File: src/rtl/rmw_pkg.sv
// Package: shared widths and the operation code type for the atomic
// read-modify-write unit. Assumes byte data and a 16-bit pointer.
package rmw_pkg;
    localparam int DATA_W = 8;
    localparam int ADDR_W = 16;

    typedef enum logic [1:0] {
        OP_SWAP   = 2'd0,
        OP_SET    = 2'd1,
        OP_CLEAR  = 2'd2,
        OP_TOGGLE = 2'd3
    } rmw_op_e;

    typedef enum logic [1:0] {
        PH_IDLE  = 2'd0,
        PH_READ  = 2'd1,
        PH_WRITE = 2'd2
    } rmw_phase_e;
endpackage

File: src/rtl/rmw_sequencer.sv
// Module: rmw_sequencer
// Steps idle -> read -> write -> idle. It accepts a request only when idle.
// Assumes the memory returns read data one cycle after the read cycle.
module rmw_sequencer
    import rmw_pkg::*;
(
    input  logic clk,
    input  logic rst_n,
    input  logic req_valid,
    output logic accept,
    output logic rd_phase,
    output logic wr_phase,
    output logic busy
);
    rmw_phase_e phase_q, phase_d;

    // Accept only from idle; requests during an operation are dropped.
    always_comb accept = req_valid && (phase_q == PH_IDLE);

    // Next-phase selection.
    always_comb begin
        phase_d = phase_q;
        case (phase_q)
            PH_IDLE:  if (accept) phase_d = PH_READ;
            PH_READ:  phase_d = PH_WRITE;
            PH_WRITE: phase_d = PH_IDLE;
            default:  phase_d = PH_IDLE;
        endcase
    end

    // Phase register with synchronous reset.
    always_ff @(posedge clk) begin
        if (!rst_n) phase_q <= PH_IDLE;
        else        phase_q <= phase_d;
    end

    // Decode phase into strobes.
    always_comb begin
        rd_phase = (phase_q == PH_READ);
        wr_phase = (phase_q == PH_WRITE);
        busy     = (phase_q != PH_IDLE);
    end

    // an accepted request is followed by a read cycle
    a_r2_read_after_accept: assert property (@(posedge clk) disable iff (!rst_n)
        accept |=> rd_phase);
    // a read cycle is always followed by a write cycle
    a_r3_write_after_read: assert property (@(posedge clk) disable iff (!rst_n)
        rd_phase |=> wr_phase);
    // no read directly follows a write; busy spans the write cycle
    a_r9_no_back_to_back: assert property (@(posedge clk) disable iff (!rst_n)
        wr_phase |=> !rd_phase);
endmodule

File: src/rtl/rmw_operand_hold.sv
// Module: rmw_operand_hold
// Captures the operation, pointer and register byte when a request is
// accepted, and holds them for the whole operation.
module rmw_operand_hold
    import rmw_pkg::*;
#(
    parameter int AW = ADDR_W,
    parameter int DW = DATA_W
) (
    input  logic          clk,
    input  logic          rst_n,
    input  logic          accept,
    input  logic [1:0]    op_in,
    input  logic [AW-1:0] ptr_in,
    input  logic [DW-1:0] reg_in,
    output rmw_op_e       op_q,
    output logic [AW-1:0] ptr_q,
    output logic [DW-1:0] reg_q
);
    // Operand capture on acceptance only.
    always_ff @(posedge clk) begin
        if (!rst_n) begin
            op_q  <= OP_SWAP;
            ptr_q <= '0;
            reg_q <= '0;
        end else if (accept) begin
            op_q  <= rmw_op_e'(op_in);
            ptr_q <= ptr_in;
            reg_q <= reg_in;
        end
    end
endmodule

File: src/rtl/rmw_combine.sv
// Module: rmw_combine
// Forms the byte to write back from the register byte and the old memory
// byte. It is purely combinational, and the output is zero outside the
// write cycle.
module rmw_combine
    import rmw_pkg::*;
#(
    parameter int DW = DATA_W
) (
    input  rmw_op_e       op,
    input  logic          en,
    input  logic [DW-1:0] reg_b,
    input  logic [DW-1:0] mem_b,
    output logic [DW-1:0] new_b
);
    // Operation select for the write-back value.
    always_comb begin
        new_b = '0;
        if (en) begin
            case (op)
                OP_SWAP:   new_b = reg_b;
                OP_SET:    new_b = reg_b | mem_b;
                OP_CLEAR:  new_b = ~reg_b & mem_b;
                OP_TOGGLE: new_b = reg_b ^ mem_b;
                default:   new_b = reg_b;
            endcase
        end
    end
endmodule

File: src/rtl/atomic_rmw_unit.sv
// Module: atomic_rmw_unit (top)
// A two-cycle locked read-modify-write on one memory byte. The first cycle
// reads; the second writes the combined byte and returns the old byte.
// Assumes a synchronous memory with one cycle of read latency.
module atomic_rmw_unit
    import rmw_pkg::*;
#(
    parameter int AW = ADDR_W,
    parameter int DW = DATA_W
) (
    input  logic          clk,
    input  logic          rst_n,
    input  logic          req_valid,
    input  logic [1:0]    req_op,
    input  logic [AW-1:0] req_ptr,
    input  logic [DW-1:0] req_reg,
    output logic          busy,
    output logic          done,
    output logic [DW-1:0] result,
    output logic [AW-1:0] mem_addr,
    output logic          mem_rd_en,
    output logic          mem_wr_en,
    output logic [DW-1:0] mem_wdata,
    input  logic [DW-1:0] mem_rdata,
    output logic          bus_lock
);
    logic          accept, rd_phase, wr_phase, seq_busy;
    rmw_op_e       op_q;
    logic [AW-1:0] ptr_q;
    logic [DW-1:0] reg_q;

    rmw_sequencer u_seq (
        .clk(clk), .rst_n(rst_n), .req_valid(req_valid),
        .accept(accept), .rd_phase(rd_phase), .wr_phase(wr_phase),
        .busy(seq_busy)
    );

    rmw_operand_hold #(.AW(AW), .DW(DW)) u_hold (
        .clk(clk), .rst_n(rst_n), .accept(accept),
        .op_in(req_op), .ptr_in(req_ptr), .reg_in(req_reg),
        .op_q(op_q), .ptr_q(ptr_q), .reg_q(reg_q)
    );

    rmw_combine #(.DW(DW)) u_comb (
        .op(op_q), .en(wr_phase), .reg_b(reg_q), .mem_b(mem_rdata),
        .new_b(mem_wdata)
    );

    // Drive the memory port, the lock and the return path.
    always_comb begin
        mem_addr  = ptr_q;
        mem_rd_en = rd_phase;
        mem_wr_en = wr_phase;
        bus_lock  = seq_busy;
        busy      = seq_busy;
        done      = wr_phase;
        result    = wr_phase ? mem_rdata : '0;
    end

    // every memory access is under the lock
    a_r10_access_locked: assert property (@(posedge clk) disable iff (!rst_n)
        (mem_rd_en || mem_wr_en) |-> bus_lock);
    // read and write enables never overlap
    a_r10_no_overlap: assert property (@(posedge clk) disable iff (!rst_n)
        !(mem_rd_en && mem_wr_en));
    // write goes to the address that was read
    a_r3_same_address: assert property (@(posedge clk) disable iff (!rst_n)
        mem_rd_en |=> (mem_wr_en && $stable(mem_addr)));
    // lock drops right after the write cycle
    a_r3_release_after_write: assert property (@(posedge clk) disable iff (!rst_n)
        mem_wr_en |=> !bus_lock);
endmodule

File: config.mk
export PLATFORM = sky130hd
export DESIGN_NAME = atomic_rmw_unit
export DESIGN_NICKNAME = d
export VERILOG_FILES = /design/src/rtl/rmw_pkg.sv /design/src/rtl/rmw_sequencer.sv /design/src/rtl/rmw_operand_hold.sv /design/src/rtl/rmw_combine.sv /design/src/rtl/atomic_rmw_unit.sv
export SDC_FILE = /design/constraint.sdc
export NUM_CORES = 1
export LEC_CHECK = 0
export BUFFER_PORTS_ARGS = -buffer_cell sky130_fd_sc_hd__buf_2
export CELL_PAD_IN_SITES_DETAIL_PLACEMENT = 1
export CELL_PAD_IN_SITES_GLOBAL_PLACEMENT = 1
export CORE_MARGIN = 2
export CORE_UTILIZATION = 35
export CTS_BUF_LIST = sky130_fd_sc_hd__clkbuf_16
export CTS_CLUSTER_DIAMETER = 30
export DETAILED_ROUTE_END_ITERATION = 7
export MAX_ROUTING_LAYER = met4
export PLACE_DENSITY = 0.87
export RECOVER_POWER = 50
export SLEW_MARGIN = 20
export SYNTH_ARGS = -nofsm -noshare
export SYNTH_HDL_FRONTEND = slang
export SYNTH_SLANG_ARGS = --single-unit
File: constraint.sdc
create_clock -name clk -period 2.76 [get_ports clk]
set_clock_uncertainty 0.1 [all_clocks]
set_input_delay 0.414 -clock clk [delete_from_list [all_inputs] [get_ports clk]]
set_output_delay 0.414 -clock clk [all_outputs]
set_load 0.01 [all_outputs]
==> results of run 1 <==
==> per-stage QoR <==
step / worst slack [ps] / std cells / hold slack, ps
after floorplan: 1206 / 204 / 338.2
final: 650.2 / 316 / 272.0
after CTS: 614.4 / 316 / 272.5
after global routing: 504.3 / 316 / 290.8
after global placement: 939.7 / 313 / 334.6
after detailed placement: 897.8 / 313 / 342.6
==> registers in the layout (all words and copies together) (netlist names) <==
signal / flops
u_seq.phase_q: 2
u_hold.reg_q: 8
u_hold.op_q: 2
u_hold.ptr_q: 16
==> power by group <==
group | leakage (nW) | total (mW) | switching (mW) | internal (mW)
registers | 0.230 | 0.448 | 0.0170 | 0.431
logic | 0.633 | 0.177 | 0.103 | 0.0739
clock network | 0.0370 | 0.319 | 0.127 | 0.192
==> cells in the mapped netlist <==
master                      n
sky130_fd_sc_hd__nand2_1   34
sky130_fd_sc_hd__o21ai_0   29
sky130_fd_sc_hd__dfxtp_1   28
sky130_fd_sc_hd__nand3_1   26
sky130_fd_sc_hd__ha_1      16
sky130_fd_sc_hd__inv_1     16
sky130_fd_sc_hd__and2_1    10
sky130_fd_sc_hd__mux2i_1    8
sky130_fd_sc_hd__o22ai_1    8
sky130_fd_sc_hd__buf_2      5
sky130_fd_sc_hd__o21ai_1    5
sky130_fd_sc_hd__buf_4      4
sky130_fd_sc_hd__clkbuf_1   4
sky130_fd_sc_hd__buf_6      3
sky130_fd_sc_hd__and2b_1    2
sky130_fd_sc_hd__clkbuf_2   2
sky130_fd_sc_hd__nand2_2    1
sky130_fd_sc_hd__nand2b_1   1
sky130_fd_sc_hd__nor3b_4    1
sky130_fd_sc_hd__or2_2      1
==> logic make-up (layout without fill, tap and decap cells) <==
kind of cell	after synthesis	after routing
and+or+nand+nor	76	76
AOI/OAI and AO/OA	42	42
buffers and inverters	34	94
DFF	28	28
adders and majority gates	16	16
muxes	8	8
==> path summary, 6_finish.rpt <==
check	startpoint	end	slack [ps]	cells past startpoint
max	u_seq.phase_q[0]$_SDFFE_PN0P_	mem_wdata[6]	650	4
min	req_reg[0]	u_hold.reg_q[0]$_SDFFE_PN0P_	270	3
max reg2reg	u_seq.phase_q[1]$_SDFFE_PN0P_	u_hold.ptr_q[2]$_SDFFE_PN0P_	1050	3
min reg2reg	u_hold.ptr_q[9]$_SDFFE_PN0P_	u_hold.ptr_q[9]$_SDFFE_PN0P_	360	2
==> critical path, cell delays in order, from the launching register on <==
cell and delay (ps):
sky130_fd_sc_hd__dfxtp_1 340, sky130_fd_sc_hd__and2b_1 390, sky130_fd_sc_hd__nand2b_1 240, sky130_fd_sc_hd__o22ai_1 210, sky130_fd_sc_hd__buf_2 160
==> per-layer routing <==
| layer | up-vias | routed length (um) |
|---|---|---|
| met3 | 0 | 269 |
| li1 | 791 | - |
| met5 | - | 0 |
| met2 | 52 | 1699 |
| met4 | 0 | 0 |
| met1 | 711 | 1758 |
==> layout by cell type (no fill, tap or decap), types with 2 or more instances in the layout <==
| master | count |
|---|---|
| sky130_fd_sc_hd__clkbuf_1 | 16 |
| sky130_fd_sc_hd__o22ai_1 | 8 |
| sky130_fd_sc_hd__inv_1 | 16 |
| sky130_fd_sc_hd__ha_1 | 16 |
| sky130_fd_sc_hd__nand2_1 | 34 |
| sky130_fd_sc_hd__and2_1 | 10 |
| sky130_fd_sc_hd__nand3_1 | 26 |
| sky130_fd_sc_hd__o21ai_1 | 2 |
| sky130_fd_sc_hd__o21ai_0 | 32 |
| sky130_fd_sc_hd__dfxtp_1 | 28 |
| sky130_fd_sc_hd__and2b_1 | 2 |
| sky130_fd_sc_hd__clkbuf_16 | 3 |
| sky130_fd_sc_hd__mux2i_1 | 8 |
| sky130_fd_sc_hd__buf_2 | 57 |
==> cell type report <==
cell class	instances	area share
flip-flops and latches	28	0.2814
clock buffers	3	0.03769
multi-input cells	142	0.4384
repair buffers	75	0.1796
well taps	52	0.03266
inverters	16	0.03015
==> results.md, run 1 <==
Routing:
- For this run, design rule violations remaining after detail routing come to 0.
- Once detail routing completed, the nets flagged for antenna violations numbered 0.
- After the first detailed-routing iteration, the DRC count stood at 23.
- Summing over every cut layer, the via total after detailed routing is 1554.
- The via density per instance is 4.918.
- Dividing the detail-routed wire length by the instance count gives 11.79 um.
- Wires add up to 3727 um.
- The first TritonRoute pass finished after 4 iterations.

Yosys:
- The fraction of the mapped netlist area in compound gates is 0.1370.
- The share of synthesized cell area in and, or, nand and nor gates is 0.2319.
- The xor and xnor fraction of the mapped netlist area is 0.
- Measured against the total synthesized area, the mux share comes to 0.04981.
- By area the synthesized netlist is led by sky130_fd_sc_hd__dfxtp_1 (35%), sky130_fd_sc_hd__ha_1 (12%), sky130_fd_sc_hd__o21ai_0 (9.0%), sky130_fd_sc_hd__nand3_1 (8.1%), sky130_fd_sc_hd__nand2_1 (7.9%).
- Summing every instance area after synthesis gives 1608 um2.
- Summed over all instances, the cell type with the most area after synthesis is sky130_fd_sc_hd__dfxtp_1.
- The Yosys step of the flow raised 0 warnings.
- The number of instances in the synthesized netlist is 204.
- Counting every net in the synthesized netlist gives 257.
- The combinational family with the most area after synthesis is simple AND/OR/NAND/NOR gates.
- Of the total synthesized cell area, the portion taken by full adders, half adders and majority gates is 0.1245.
- Averaged over all synthesized cells, the footprint is 7.881 um2.
- Of the post-synthesis cell area, the dominant cell type holds 0.3486.
- Counting flops and latches in the post-synthesis netlist gives 28.
- Yosys mapped the design onto 20 distinct sky130hd cell types.
- The sequential area share after synthesis is 0.3486.

GRT:
- For this run, global-route usage on met1 was measured as 0.1983.
- Across every metal layer, demand over resource in global routing totals 0.1541.
- The busiest layer in global routing is met2.
- The global-route track usage on met2 is 0.2634.
- For met3 alone, demand over resource in global routing was 0.02391.
- The first global-routing pass estimated 6506 um of wire.
- The number of global-route vias before repair was 1529.
- After global routing the overflow that remains totals 0.
- Entering global routing, the biggest net connects 55 pins.
- The initial antenna violation count is 0.

Critical path:
- The kind of critical path is flop to primary output.
- In this run the worst path has a maximum fanout of 12.
- The kind of capture point of the worst setup path is a primary output.
- STA puts the critical path data required time at 2250 ps.
- Data arrives at the worst endpoint at 1600 ps.
- The worst setup path is launched from a flop.

Clock tree:
- The TritonCTS clock tree is built.
- The number of gates resized after CTS is 0.
- The total number of clock tree sinks is 28.
- No sink is reached through more buffers than the 2 on the longest clock path.
- The insertion delay of the later-clocked pin in the worst-skew pair is 250 ps.
- Hold repair after CTS inserted 0 buffers.
- The total clock buffers created by CTS is 3.
- The clock input transition at the sequential cells of the worst setup and hold paths is 70 ps.
- The clock root buffer is sky130_fd_sc_hd__clkbuf_16.
- The post-CTS setup repair buffer count is 0.
- CTS built an H-tree with a depth of 1.

Placement:
- The detailed placement HPWL is 2892 um.
- The routability congestion estimate from global placement is 0.7631.
- Buffers placed on the I/O ports in this run total 73.
- The standard cell area after detailed placement is 1939 um2.

Timing:
- Dividing the final minimum period by the clock period gives 0.7644.
- Setup violations remaining at the end of the flow were counted as 0.
- The final critical delay including setup and external delays is 2110 ps.
- The max-slew violation count is 0.
- The total count of hold-check failures in the final report is 0.
- The setup total negative slack is 0 ps.
- The relative slew slack is 0.4184.
- Static timing analysis puts the maximum clock frequency at 474.0 MHz.
- Setup repair after global routing left no endpoint under its margin.
- At the pin with the least slew margin, the transition time is 872.3 ps.

Outcome:
- The run finished with clean final reports.

Finish:
- The sequential cell area is 560.5 um2.
- The fraction of layout cells with a size suffix above 1 is 0.2462.
- The area added between synthesis and finish is 23.89%.
- The multi-input gate area in the final layout is 873.3 um2.
- The net count of the finished layout is 319.
- For this run, the share of the core covered by cells in the final layout is 0.4543.
- Counting the fill cells in the layout gives 575.
- The finished cells cover 1992 um2.
- 0 antenna diodes ended up in the layout.

Floorplan:
- Measured along the x axis, the die boundary spans 71.78 um.
- During I/O placement, the number of pins put on the boundary was 74.
- The floorplan row count is 24.
- The die area is 5152 um2.
- The height of the die is 71.78 um.
- The core region is 4384 um2.
- The effective utilization at floorplan is 0.3667.

Pwr:
- The leakage power is 0.9003 nW.
- Total power for the finished layout comes to 0.9442 mW.
- Dividing total power by cell area gives a power density of 474.0 nW/um2.
- The peak ir drop on the vdd network is 0.2225 mV.

Hold path:
- The path type of the worst min-delay path is primary input to flop.

Run:
- The tool flagged a number of max-cap violations equal to 0.
Note: power is estimated with default switching activity, not from simulation.
==> run 2: changes to the inputs <==
--- a/config.mk
+++ b/config.mk
@@ -9,12 +9,12 @@
 export CELL_PAD_IN_SITES_DETAIL_PLACEMENT = 1
 export CELL_PAD_IN_SITES_GLOBAL_PLACEMENT = 1
 export CORE_MARGIN = 2
-export CORE_UTILIZATION = 35
+export CORE_UTILIZATION = 32
 export CTS_BUF_LIST = sky130_fd_sc_hd__clkbuf_16
 export CTS_CLUSTER_DIAMETER = 30
 export DETAILED_ROUTE_END_ITERATION = 7
 export MAX_ROUTING_LAYER = met4
-export PLACE_DENSITY = 0.87
+export PLACE_DENSITY = 0.81
 export RECOVER_POWER = 50
 export SLEW_MARGIN = 20
 export SYNTH_ARGS = -nofsm -noshare
==> constraint.sdc (replaced) <==
create_clock -name clk -period 2.17 [get_ports clk]
set_clock_uncertainty 0.1 [all_clocks]
set_input_delay 0.3255 -clock clk [delete_from_list [all_inputs] [get_ports clk]]
set_output_delay 0.3255 -clock clk [all_outputs]
set_load 0.01 [all_outputs]
==> results.md, run 2 (synthesis results as in run 1) <==
Clock tree:
- The TritonCTS clock tree is built.
- The post-CTS setup repair buffer count is 0.
- The number of gates resized after CTS is 0.
- In this run the clock root is driven by a sky130_fd_sc_hd__clkbuf_16.
- The quantity of hold-fixing buffers added after cts is 0.
- Clock-pin slew was measured on the worst setup and hold paths at 70 ps.
- In this run the number of H-tree levels came out at 1.
- The clock net in this run drives a total of 28 sinks.
- The insertion delay of the later-clocked pin in the worst-skew pair is 250 ps.
- The worst-case clock buffer depth is 2.
- In this run, CTS created clock tree buffers numbering 3.

Pwr:
- Of the total power, the share spent switching nets is 0.2405.
- The power share of the sequential group is 0.428.
- The analysis attributes to cell leakage a power of 0.9246 nW.
- The total power density per cell area is 646.2 nW/um2.
- The internal portion of total power is 1.012 mW.
- The combinational share of power is 0.173.
- VDD sags by at most 0.3045 mV.
- The total power is 1.333 mW.
- Of the total power, the clock network draws 0.400.
- The switching component of the power is 0.3205 mW.

Timing:
- For the pin with the worst max-slew slack, the measured transition is 868.9 ps.
- In the final timing run, aggregate negative setup slack is 0 ps.
- The total count of hold-check failures in the final report came to 0.
- The max-slew violation count is 0.
- Setup repair after global routing left no endpoint under its margin.
- Subtracting the final worst setup slack from the clock period gives 1907 ps.
- The total setup violations reported at the end of the flow is 0.
- The fraction of the cycle the final worst path needs is 0.8788.
- For this run, the top clock speed supported by timing is 524.4 MHz.
- The relative slew slack is 0.4207.
- The tightest hold margin is 181.2 ps.
- The setup slack after layout is 262.9 ps.

Hold path:
- The worst hold endpoint is u_hold.ptr_q[6]$_SDFFE_PN0P_.
- The worst hold path passes through 3 cells.
- The path type of the worst min-delay path is primary input to flop.
- The startpoint of the lowest-slack hold path is req_ptr[6].

Critical path:
- STA classifies the critical path startpoint as a flop.
- The largest fanout of any net on the critical path is 8.
- Measured in cells, the most critical reg-to-reg path has a length of 3.
- The setup slack of the worst register-to-register path is 460 ps.
- The kind of capture point of the worst setup path is a primary output.
- The arrival time of data at the critical path endpoint is 1480 ps.
- The destination of the worst register-to-register timing path is u_hold.ptr_q[1]$_SDFFE_PN0P_.
- The critical path is of the flop to primary output type.
- In this run the critical register-to-register path is launched from u_seq.phase_q[1]$_SDFFE_PN0P_.
- For the worst setup path, the data required time is 1740 ps.

Floorplan:
- The floorplan row count is 25.
- Measured along the x axis, the die boundary spans 74.88 um.
- The I/O pin count is 74.
- The initial utilization of the core area, before any placement, comes to 0.3359.
- Measured along the y axis, the die boundary spans 74.88 um.
- The area of the core region is 4786 um2.
- The die area is 5607 um2.

Finish:
- Leaving out fill and tap cells, the most frequent cell in the layout is sky130_fd_sc_hd__buf_2.
- The sequential cells in the finished layout cover a total of 560.5 um2.
- Compared with the post-synthesis result, the final layout area differs by 28.25%.
- The register with the most flip-flops in the layout has 16 of them.
- The net count of the finished layout is 322.
- The top cell types in the final layout, fill and taps aside, are sky130_fd_sc_hd__buf_2 (56), sky130_fd_sc_hd__nand2_1 (34), sky130_fd_sc_hd__o21ai_0 (32), sky130_fd_sc_hd__dfxtp_1 (28), sky130_fd_sc_hd__nand3_1 (26).
- The fraction of layout cells with a size suffix above 1 is 0.2537.
- The register name with the most flops is u_hold.ptr_q.
- The multi-input gate area in the final layout is 873.3 um2.
- The largest registers in the layout are u_hold.ptr_q x16, u_hold.reg_q x8.
- 0 antenna diodes ended up in the layout.
- After filler insertion, the fill cell instance count of the layout stands at 633.

Placement:
- At the end of routability-driven placement, the weighted congestion stood at 0.7047.
- The detailed placement HPWL is 3107 um.
- The count of buffers inserted at the top-level ports is 73.
- Before CTS, the worst setup slack after placement is 552.0 ps.

GRT:
- The global route total overflow is 0.
- The number of global-route vias before repair is 1512.
- The first global-routing pass estimated 6568 um of wire.
- The total routing usage reported by global routing is 0.1520.
- The initial antenna violation count is 0.
- The maximum number of pins on one net before global-route repair is 54.

Routing:
- The first detailed-routing pass ran for 4 iterations.
- The number of remaining DRC errors is 0.
- The routed layout has 1547 vias.
- The final layout contains routed wiring with a total length of 4009 um.
- The via density per instance is 4.618.
- Once detail routing completed, the nets flagged for antenna violations numbered 0.
- The wire length per cell is 11.97 um.
- The first routing iteration left 37 violations.

Outcome:
- The run finished with clean final reports.

Run:
- The tool flagged a number of max-cap violations equal to 0.
==> run 2: changes by cell type in the layout (fill, tap and decap cells not counted) <==
cell,previous run,this run
sky130_fd_sc_hd__buf_4,1,4
sky130_fd_sc_hd__and2_0,0,1
sky130_fd_sc_hd__and2_1,10,9
sky130_fd_sc_hd__buf_2,57,56
sky130_fd_sc_hd__bufinv_16,0,1
sky130_fd_sc_hd__clkbuf_1,16,17
==> run 2: worst max-delay path by stage <==
stage	to	slack [ps]	cells past startpoint	startpoint
3_3_place_gp	mem_wdata[6]	590	4	u_seq.phase_q[0]$_SDFFE_PN0P_
5_1_grt	mem_wdata[6]	170	4	u_seq.phase_q[1]$_SDFFE_PN0P_
3_5_place_dp	mem_wdata[6]	550	4	u_seq.phase_q[1]$_SDFFE_PN0P_
4_1_cts	mem_wdata[6]	270	4	u_seq.phase_q[1]$_SDFFE_PN0P_
2_1_floorplan	mem_wdata[0]	700	4	u_seq.phase_q[0]$_SDFFE_PN0P_
6_report	mem_wdata[6]	260	4	u_seq.phase_q[1]$_SDFFE_PN0P_
==> run 2: worst max-delay path, cell delays in order, from the launching register on <==
cell	delay, ps
sky130_fd_sc_hd__dfxtp_1	400
sky130_fd_sc_hd__and2b_1	190
sky130_fd_sc_hd__nand2b_1	210
sky130_fd_sc_hd__o22ai_1	250
sky130_fd_sc_hd__buf_2	170
==> run 2: metal layers <==
| metal | up-vias | track usage | routed length [um] | part of all wire |
|---|---|---|---|---|
| li1 | 799 | - | - | - |
| met1 | 698 | 0.1906 | 1813 | 0.45 |
| met2 | 48 | 0.2593 | 1919 | 0.48 |
| met3 | 2 | 0.02410 | 262 | 0.065 |
| met4 | 0 | 0.02976 | 14 | 0.0035 |
| met5 | - | - | 0 | 0 |
==> run 2: area by class of cell <==
cell class | instances | area share
clock inverter | 1 | 0.01456
sequential | 28 | 0.2718
timing repair buffer | 78 | 0.1839
clock buffer | 3 | 0.03641
tap | 67 | 0.04066
inverter | 16 | 0.02913
multi-input combinational | 142 | 0.4235
==> run 2: metrics by stage <==
step	utilization	cell area, um2	std cells
floorplan	-	1608	204
global placement	0.4139	1981	331
detailed placement	0.4139	1981	331
CTS	0.4358	2086	335
global route	0.4309	2062	335
finish	0.4309	2062	335
==> run 2: power by group through the flow <==
stage	Clock [mW]	Sequential, mW	Combinational, mW
floorplan	0	0.586	0.149
global placement	0	0.579	0.230
detailed placement	0	0.581	0.241
CTS	0.552	0.570	0.242
global route	0.566	0.576	0.267
finish	0.532	0.570	0.230
